**config.mk**
```make
export PLATFORM = sky130hd
export DESIGN_NAME = tt_offset_engine
export DESIGN_NICKNAME = d
export VERILOG_FILES = /design/src/rtl/tt_pkg.sv /design/src/rtl/tt_seq_fsm.sv /design/src/rtl/tt_stamp_store.sv /design/src/rtl/tt_delay_math.sv /design/src/rtl/tt_offset_engine.sv
export SDC_FILE = /design/constraint.sdc
export NUM_CORES = 2
export LEC_CHECK = 0
export BUFFER_PORTS_ARGS = -buffer_cell sky130_fd_sc_hd__clkbuf_2
export CORE_MARGIN = 2
export CORE_UTILIZATION = 35
export CTS_BUF_LIST = sky130_fd_sc_hd__clkbuf_8
export DETAILED_ROUTE_END_ITERATION = 7
export GPL_ROUTABILITY_DRIVEN = 0
export SLEW_MARGIN = 20
export SYNTH_ARGS = -nofsm -noshare
export SYNTH_HDL_FRONTEND = slang
export SYNTH_SLANG_ARGS = --single-unit
```
**constraint.sdc**
```tcl
create_clock -name clk -period 14.6 [get_ports clk]
set_input_delay 0 -clock clk [delete_from_list [all_inputs] [get_ports clk]]
set_output_delay 0 -clock clk [all_outputs]
set_load 0.03 [all_outputs]
```
**src/rtl/tt_pkg.sv**
```systemverilog
package tt_pkg;
  localparam int SEC_W = 48;
  localparam int NS_W  = 30;
  localparam int RES_W = 64;
  localparam int N_SLOT = 3;
  localparam int SLOT_T1 = 0;
  localparam int SLOT_T2 = 1;
  localparam int SLOT_T3 = 2;
  localparam logic signed [RES_W-1:0] NS_PER_SEC = 64'sd1000000000;

  typedef struct packed {
    logic [SEC_W-1:0] sec;
    logic [NS_W-1:0]  ns;
  } stamp_t;

  typedef enum logic [1:0] {
    ST_IDLE       = 2'd0,
    ST_WAIT_FU    = 2'd1,
    ST_WAIT_DREQ  = 2'd2,
    ST_WAIT_DRESP = 2'd3
  } state_t;

  localparam logic [1:0] K_SYNC   = 2'd0;
  localparam logic [1:0] K_FOLLOW = 2'd1;
  localparam logic [1:0] K_DREQ   = 2'd2;
  localparam logic [1:0] K_DRESP  = 2'd3;

  // a - b in signed nanoseconds, borrowing one second when ns underflows
  function automatic logic signed [RES_W-1:0] ts_diff(stamp_t a, stamp_t b);
    logic signed [RES_W-1:0] ds;
    logic signed [RES_W-1:0] dn;
    ds = signed'(RES_W'(a.sec)) - signed'(RES_W'(b.sec));
    dn = signed'(RES_W'(a.ns)) - signed'(RES_W'(b.ns));
    if (dn < 0) begin
      dn = dn + NS_PER_SEC;
      ds = ds - 64'sd1;
    end
    return ds * NS_PER_SEC + dn;
  endfunction

  // divide by two, rounding toward minus infinity, sign kept
  function automatic logic signed [RES_W-1:0] halve(logic signed [RES_W-1:0] v);
    return v >>> 1;
  endfunction
endpackage

```
**src/rtl/tt_seq_fsm.sv**
```systemverilog
module tt_seq_fsm #(
  parameter int SEQ_W = 16
) (
  input  logic             clk,
  input  logic             rst_n,
  input  logic             evt_vld,
  input  logic [1:0]       evt_kind,
  input  logic [SEQ_W-1:0] evt_seq,
  input  logic             evt_two_step,
  output tt_pkg::state_t   state,
  output logic             ev_sync,
  output logic             ev_fu_ok,
  output logic             ev_fu_bad,
  output logic             ev_dreq,
  output logic             ev_dresp_ok,
  output logic             ev_dresp_bad,
  output logic [tt_pkg::N_SLOT-1:0] load
);
  import tt_pkg::*;

  state_t           state_q, state_d;
  logic [SEQ_W-1:0] sync_seq_q, dreq_seq_q;
  logic             ev_fu, ev_dresp;

  always_comb begin
    ev_sync      = evt_vld && (evt_kind == K_SYNC);
    ev_fu        = evt_vld && (evt_kind == K_FOLLOW) && (state_q == ST_WAIT_FU);
    ev_fu_ok     = ev_fu && (evt_seq == sync_seq_q);
    ev_fu_bad    = ev_fu && (evt_seq != sync_seq_q);
    ev_dreq      = evt_vld && (evt_kind == K_DREQ) && (state_q == ST_WAIT_DREQ);
    ev_dresp     = evt_vld && (evt_kind == K_DRESP) && (state_q == ST_WAIT_DRESP);
    ev_dresp_ok  = ev_dresp && (evt_seq == dreq_seq_q);
    ev_dresp_bad = ev_dresp && (evt_seq != dreq_seq_q);
  end

  always_comb begin
    state_d = state_q;
    if (ev_sync)
      state_d = evt_two_step ? ST_WAIT_FU : ST_WAIT_DREQ;
    else if (ev_fu_ok)
      state_d = ST_WAIT_DREQ;
    else if (ev_dreq)
      state_d = ST_WAIT_DRESP;
    else if (ev_fu_bad || ev_dresp)
      state_d = ST_IDLE;
  end

  always_comb begin
    load          = '0;
    load[SLOT_T1] = (ev_sync && !evt_two_step) || ev_fu_ok;
    load[SLOT_T2] = ev_sync;
    load[SLOT_T3] = ev_dreq;
  end

  always_ff @(posedge clk) begin
    if (!rst_n) begin
      state_q    <= ST_IDLE;
      sync_seq_q <= '0;
      dreq_seq_q <= '0;
    end else begin
      state_q <= state_d;
      if (ev_sync) sync_seq_q <= evt_seq;
      if (ev_dreq) dreq_seq_q <= evt_seq;
    end
  end

  assign state = state_q;
endmodule

```
**src/rtl/tt_stamp_store.sv**
```systemverilog
module tt_stamp_store (
  input  logic                       clk,
  input  logic                       rst_n,
  input  logic [tt_pkg::N_SLOT-1:0]  load,
  input  tt_pkg::stamp_t             loc_stamp,
  input  tt_pkg::stamp_t             rem_stamp,
  output tt_pkg::stamp_t             t1,
  output tt_pkg::stamp_t             t2,
  output tt_pkg::stamp_t             t3
);
  import tt_pkg::*;

  stamp_t slot_q [N_SLOT];

  for (genvar i = 0; i < N_SLOT; i++) begin : g_slot
    // t1 is the master's stamp; t2 and t3 are local captures
    stamp_t src;
    assign src = (i == SLOT_T1) ? rem_stamp : loc_stamp;
    always_ff @(posedge clk) begin
      if (!rst_n)       slot_q[i] <= '0;
      else if (load[i]) slot_q[i] <= src;
    end
  end

  assign t1 = slot_q[SLOT_T1];
  assign t2 = slot_q[SLOT_T2];
  assign t3 = slot_q[SLOT_T3];
endmodule

```
**src/rtl/tt_delay_math.sv**
```systemverilog
module tt_delay_math (
  input  logic                                clk,
  input  logic                                rst_n,
  input  logic                                fire,
  input  tt_pkg::stamp_t                      t1,
  input  tt_pkg::stamp_t                      t2,
  input  tt_pkg::stamp_t                      t3,
  input  tt_pkg::stamp_t                      t4,
  output logic                                res_vld,
  output logic signed [tt_pkg::RES_W-1:0]     res_offset,
  output logic signed [tt_pkg::RES_W-1:0]     res_delay
);
  import tt_pkg::*;

  logic signed [RES_W-1:0] ms_ns, sm_ns, dly_d, off_d;

  always_comb begin
    ms_ns = ts_diff(t2, t1);
    sm_ns = ts_diff(t4, t3);
    dly_d = halve(ms_ns + sm_ns);
    off_d = halve(ms_ns - sm_ns);
  end

  always_ff @(posedge clk) begin
    if (!rst_n) begin
      res_vld    <= 1'b0;
      res_offset <= '0;
      res_delay  <= '0;
    end else begin
      res_vld <= fire;
      if (fire) begin
        res_offset <= off_d;
        res_delay  <= dly_d;
      end
    end
  end
endmodule

```
**src/rtl/tt_offset_engine.sv**
```systemverilog
module tt_offset_engine #(
  parameter int SEQ_W = 16
) (
  input  logic                             clk,
  input  logic                             rst_n,
  input  logic                             evt_vld,
  input  logic [1:0]                       evt_kind,
  input  logic [SEQ_W-1:0]                 evt_seq,
  input  logic                             evt_two_step,
  input  logic [tt_pkg::SEC_W-1:0]         evt_loc_sec,
  input  logic [tt_pkg::NS_W-1:0]          evt_loc_ns,
  input  logic [tt_pkg::SEC_W-1:0]         evt_rem_sec,
  input  logic [tt_pkg::NS_W-1:0]          evt_rem_ns,
  output logic                             res_vld,
  output logic signed [tt_pkg::RES_W-1:0]  res_offset,
  output logic signed [tt_pkg::RES_W-1:0]  res_delay
);
  import tt_pkg::*;

  state_t              state_q;
  logic                ev_sync, ev_fu_ok, ev_fu_bad, ev_dreq, ev_dresp_ok, ev_dresp_bad;
  logic [N_SLOT-1:0]   load;
  stamp_t              loc_stamp, rem_stamp, t1, t2, t3;

  assign loc_stamp = '{sec: evt_loc_sec, ns: evt_loc_ns};
  assign rem_stamp = '{sec: evt_rem_sec, ns: evt_rem_ns};

  tt_seq_fsm #(.SEQ_W(SEQ_W)) u_fsm (
    .clk          (clk),
    .rst_n        (rst_n),
    .evt_vld      (evt_vld),
    .evt_kind     (evt_kind),
    .evt_seq      (evt_seq),
    .evt_two_step (evt_two_step),
    .state        (state_q),
    .ev_sync      (ev_sync),
    .ev_fu_ok     (ev_fu_ok),
    .ev_fu_bad    (ev_fu_bad),
    .ev_dreq      (ev_dreq),
    .ev_dresp_ok  (ev_dresp_ok),
    .ev_dresp_bad (ev_dresp_bad),
    .load         (load)
  );

  tt_stamp_store u_store (
    .clk       (clk),
    .rst_n     (rst_n),
    .load      (load),
    .loc_stamp (loc_stamp),
    .rem_stamp (rem_stamp),
    .t1        (t1),
    .t2        (t2),
    .t3        (t3)
  );

  // t4 comes straight from the Delay_Resp event in the accepting cycle
  tt_delay_math u_math (
    .clk        (clk),
    .rst_n      (rst_n),
    .fire       (ev_dresp_ok),
    .t1         (t1),
    .t2         (t2),
    .t3         (t3),
    .t4         (rem_stamp),
    .res_vld    (res_vld),
    .res_offset (res_offset),
    .res_delay  (res_delay)
  );
endmodule

```
==> results.toml <==
[die]
rows = 165
die-area_um2 = 206100
die_h_um = 453.9
ios = 307
start_util = 0.3513
core_area_um2 = 201700
die_w_um = 453.9

[final_layout]
finalNetCount = 10546
syn_to_final_growth_pct = 14.71
final_cells = 11415
drive_above_1_share = 0.1052

[critical_path]
critPathSlowestCell = "fa_1"
end_kind = "flip-flop"
slowest_delay_ns = 0.53
cp_max_fo = 5
path_delay_family = "compound AO/OA/AOI/OAI gates"
reg2reg_depth = 56
worstSetupPathType = "flip-flop to flip-flop"
start_kind = "flip-flop"
reg2reg_slack_ns = 0.58
cp_data_arrival_time_ns = 14.65
crit_required_ns = 15.23
cp.depth = 56
path_buf_inv = 5
cp_common_cell = "a21o_1"

[clock_tree]
htreeDepth = 3
clockBufferDepth = 3
cts_root_buffer = "clkbuf_8"
clkSinkCount = 395
clk_pin_slew_worst_paths_ns = 0.06
clkLatencyLatePin_ns = 0.84
cts_made_buffers = 69
cts_tree = "built"

[synthesis]
yosysMostFrequentCell = "inv_1"
yosys.area.top_type_share = 0.2424
synth_area_um2 = 70860
ys_seq_elements = 395
synthArstFlopShare = 0
synth_area_leaders = "fa_1, ha_1, edfxtp_1, inv_1, xnor2_1"
synth_top_area_cell = "fa_1"
yosysSeqAreaShare = 0.1447
synth_cells = 8052
synthesis.nets = 9926
synth-main-ff-cell = "edfxtp_1"
yosys_warnings = 0
synth_cell_types = 107
synth.avg_cell_area_um2 = 8.800
synth_edf_count = 234
synthTopCellsByCount = "inv_1, fa_1, ha_1"

[global_routing]
antenna_found_initial = 28
grt_pass1_wl_mm = 369.4
overflow = 0
grt_pass1_vias = 62246
grt_max_degree = 90
grt_usage = 0.2334

[hold_path]
holdPathStages = 4
hp-class = "input pin to flip-flop"

[routing]
via_per_inst = 5.298
avgRoutedWirePerCell_um = 21.37
drtAntennaViolNets = 0
m1WireLength_mm = 95.75
vias = 60477
firstDrtPassIters = 6
wirelength_mm = 243.9
drt_iter0_markers = 4522
top_layer_used = "met5"
drc = 0
wl_met2_mm = 116.9
wl_met3_mm = 14.41

[sta]
post-route-period-util = 0.9601
max_slew_margin = 0.2548
timing.final.crit_period_ns = 14.02
fmax_mhz = 71.34
drv_slew = 0
setup_viol = 0
rsz0062_at_grt = "yes"
hold_viol = 0
fin_skew_ns = 0.1016
worst_pin_slew_ns = 1.114

[run]
maxCapViolCount = 0

[placed_design]
detailed_place_hpwl_mm = 205.2
dp_cells = 11050
io_buffers = 306

[status]
status = "completed"
==> routing by layer <==
metal	global-route usage	up-vias
li1	-	28101
met4	0.1401	8
met1	0.2766	29711
met2	0.3980	2044
met3	0.03558	613
met5	0	-
==> cell type report <==
cell class,instances,area [µm²]
fillers,19845,120400
multi-input cells,5953,55150
flip-flops and latches,395,10250
inverters,1488,5590
repair buffers,765,5479
well taps,2672,3343
clock buffers,80,1101
clock inverters,45,327.8
diodes,17,42.54
==> cells by family after synthesis <==
kind of cell / synth area share
XOR/XNOR: 0.08594
buffers and inverters: 0.09067
AND/OR/NAND/NOR: 0.1401
flip-flops: 0.1447
adder cells (fa/ha/maj): 0.3904
multiplexers: 0.001854
AO/OA/AOI/OAI: 0.1464
==> timing repair <==
action                                  4_1_cts  5_1_grt
endpoints found under the setup margin       22       38
gates cloned                                  0        0
hold buffers                                198        0
endpoints found under the hold margin       309        0
gates resized for setup                      14      160
pin swaps                                     2       38
buffers inserted                              3       22
==> sequential cells by signal (all words and copies together), names as in the netlist <==
name,count
u_fsm.dreq_seq_q,16
u_math.res_delay,63
u_fsm.state,2
u_math.res_offset,63
u_math.res_vld,1
u_fsm.sync_seq_q,16
u_store.slot_q,234
==> placed cells by master, fill, tap and decap left out, types with 63 or more instances in the layout <==
cell type,Yosys,routed
o21ai_0,228,217
buf_4,5,261
xor2_1,218,205
nand2b_1,66,65
nand3_1,95,92
a21oi_1,527,511
nor2_1,494,484
a21o_1,223,223
and2_1,63,63
clkbuf_8,0,80
a211oi_1,87,82
dlygate4sd3_1,0,198
dfxtp_1,161,161
inv_1,1486,1494
edfxtp_1,234,234
xnor2_1,465,446
clkbuf_2,1,305
ha_1,838,820
o21bai_1,107,106
nand2_1,495,492
fa_1,858,858
and3_1,291,291
nor3_1,112,99
==> worst reg2reg max path: cells and delay by family, from the launching register on <==
kind / cells / cell delay (ns)
adder cells (fa/ha/maj): 12 / 4.55
flip-flops: 1 / 0.34
buffers and inverters: 5 / 0.62
AO/OA/AOI/OAI: 23 / 4.64
AND/OR/NAND/NOR: 12 / 2.95
XOR/XNOR: 4 / 0.75
==> metrics by stage <==
step / hold slack [ns] / setup WS, ns / instance area, µm² / utilization / TNS [ns]
floorplan: 0.1360 / 1.064 / 70860 / - / 0
global placement: 0.2933 / -0.1381 / 76790 / 0.3807 / -0.6124
detailed placement: 0.3038 / -0.5260 / 76790 / 0.3807 / -5.245
CTS: 0.0002308 / 0.02473 / 80310 / 0.3981 / 0
global route: 0.07393 / -0.05379 / 81280 / 0.4030 / -0.1488
finish: 0.08814 / 0.5819 / 81280 / 0.4030 / 0
==> worst paths after layout <==
check / start / to
setup / recovery: u_store.slot_q[2][0] / u_math.res_offset[60]
hold / removal: evt_seq[3] / u_fsm.dreq_seq_q[3]
setup reg to reg: u_store.slot_q[2][0] / u_math.res_offset[60]
hold reg to reg: u_math.res_delay[21] / u_math.res_delay[21]
Power is left out: the tool's default activity adds up to more than one toggle a clock period on the data nets, which glitch-free logic cannot reach.
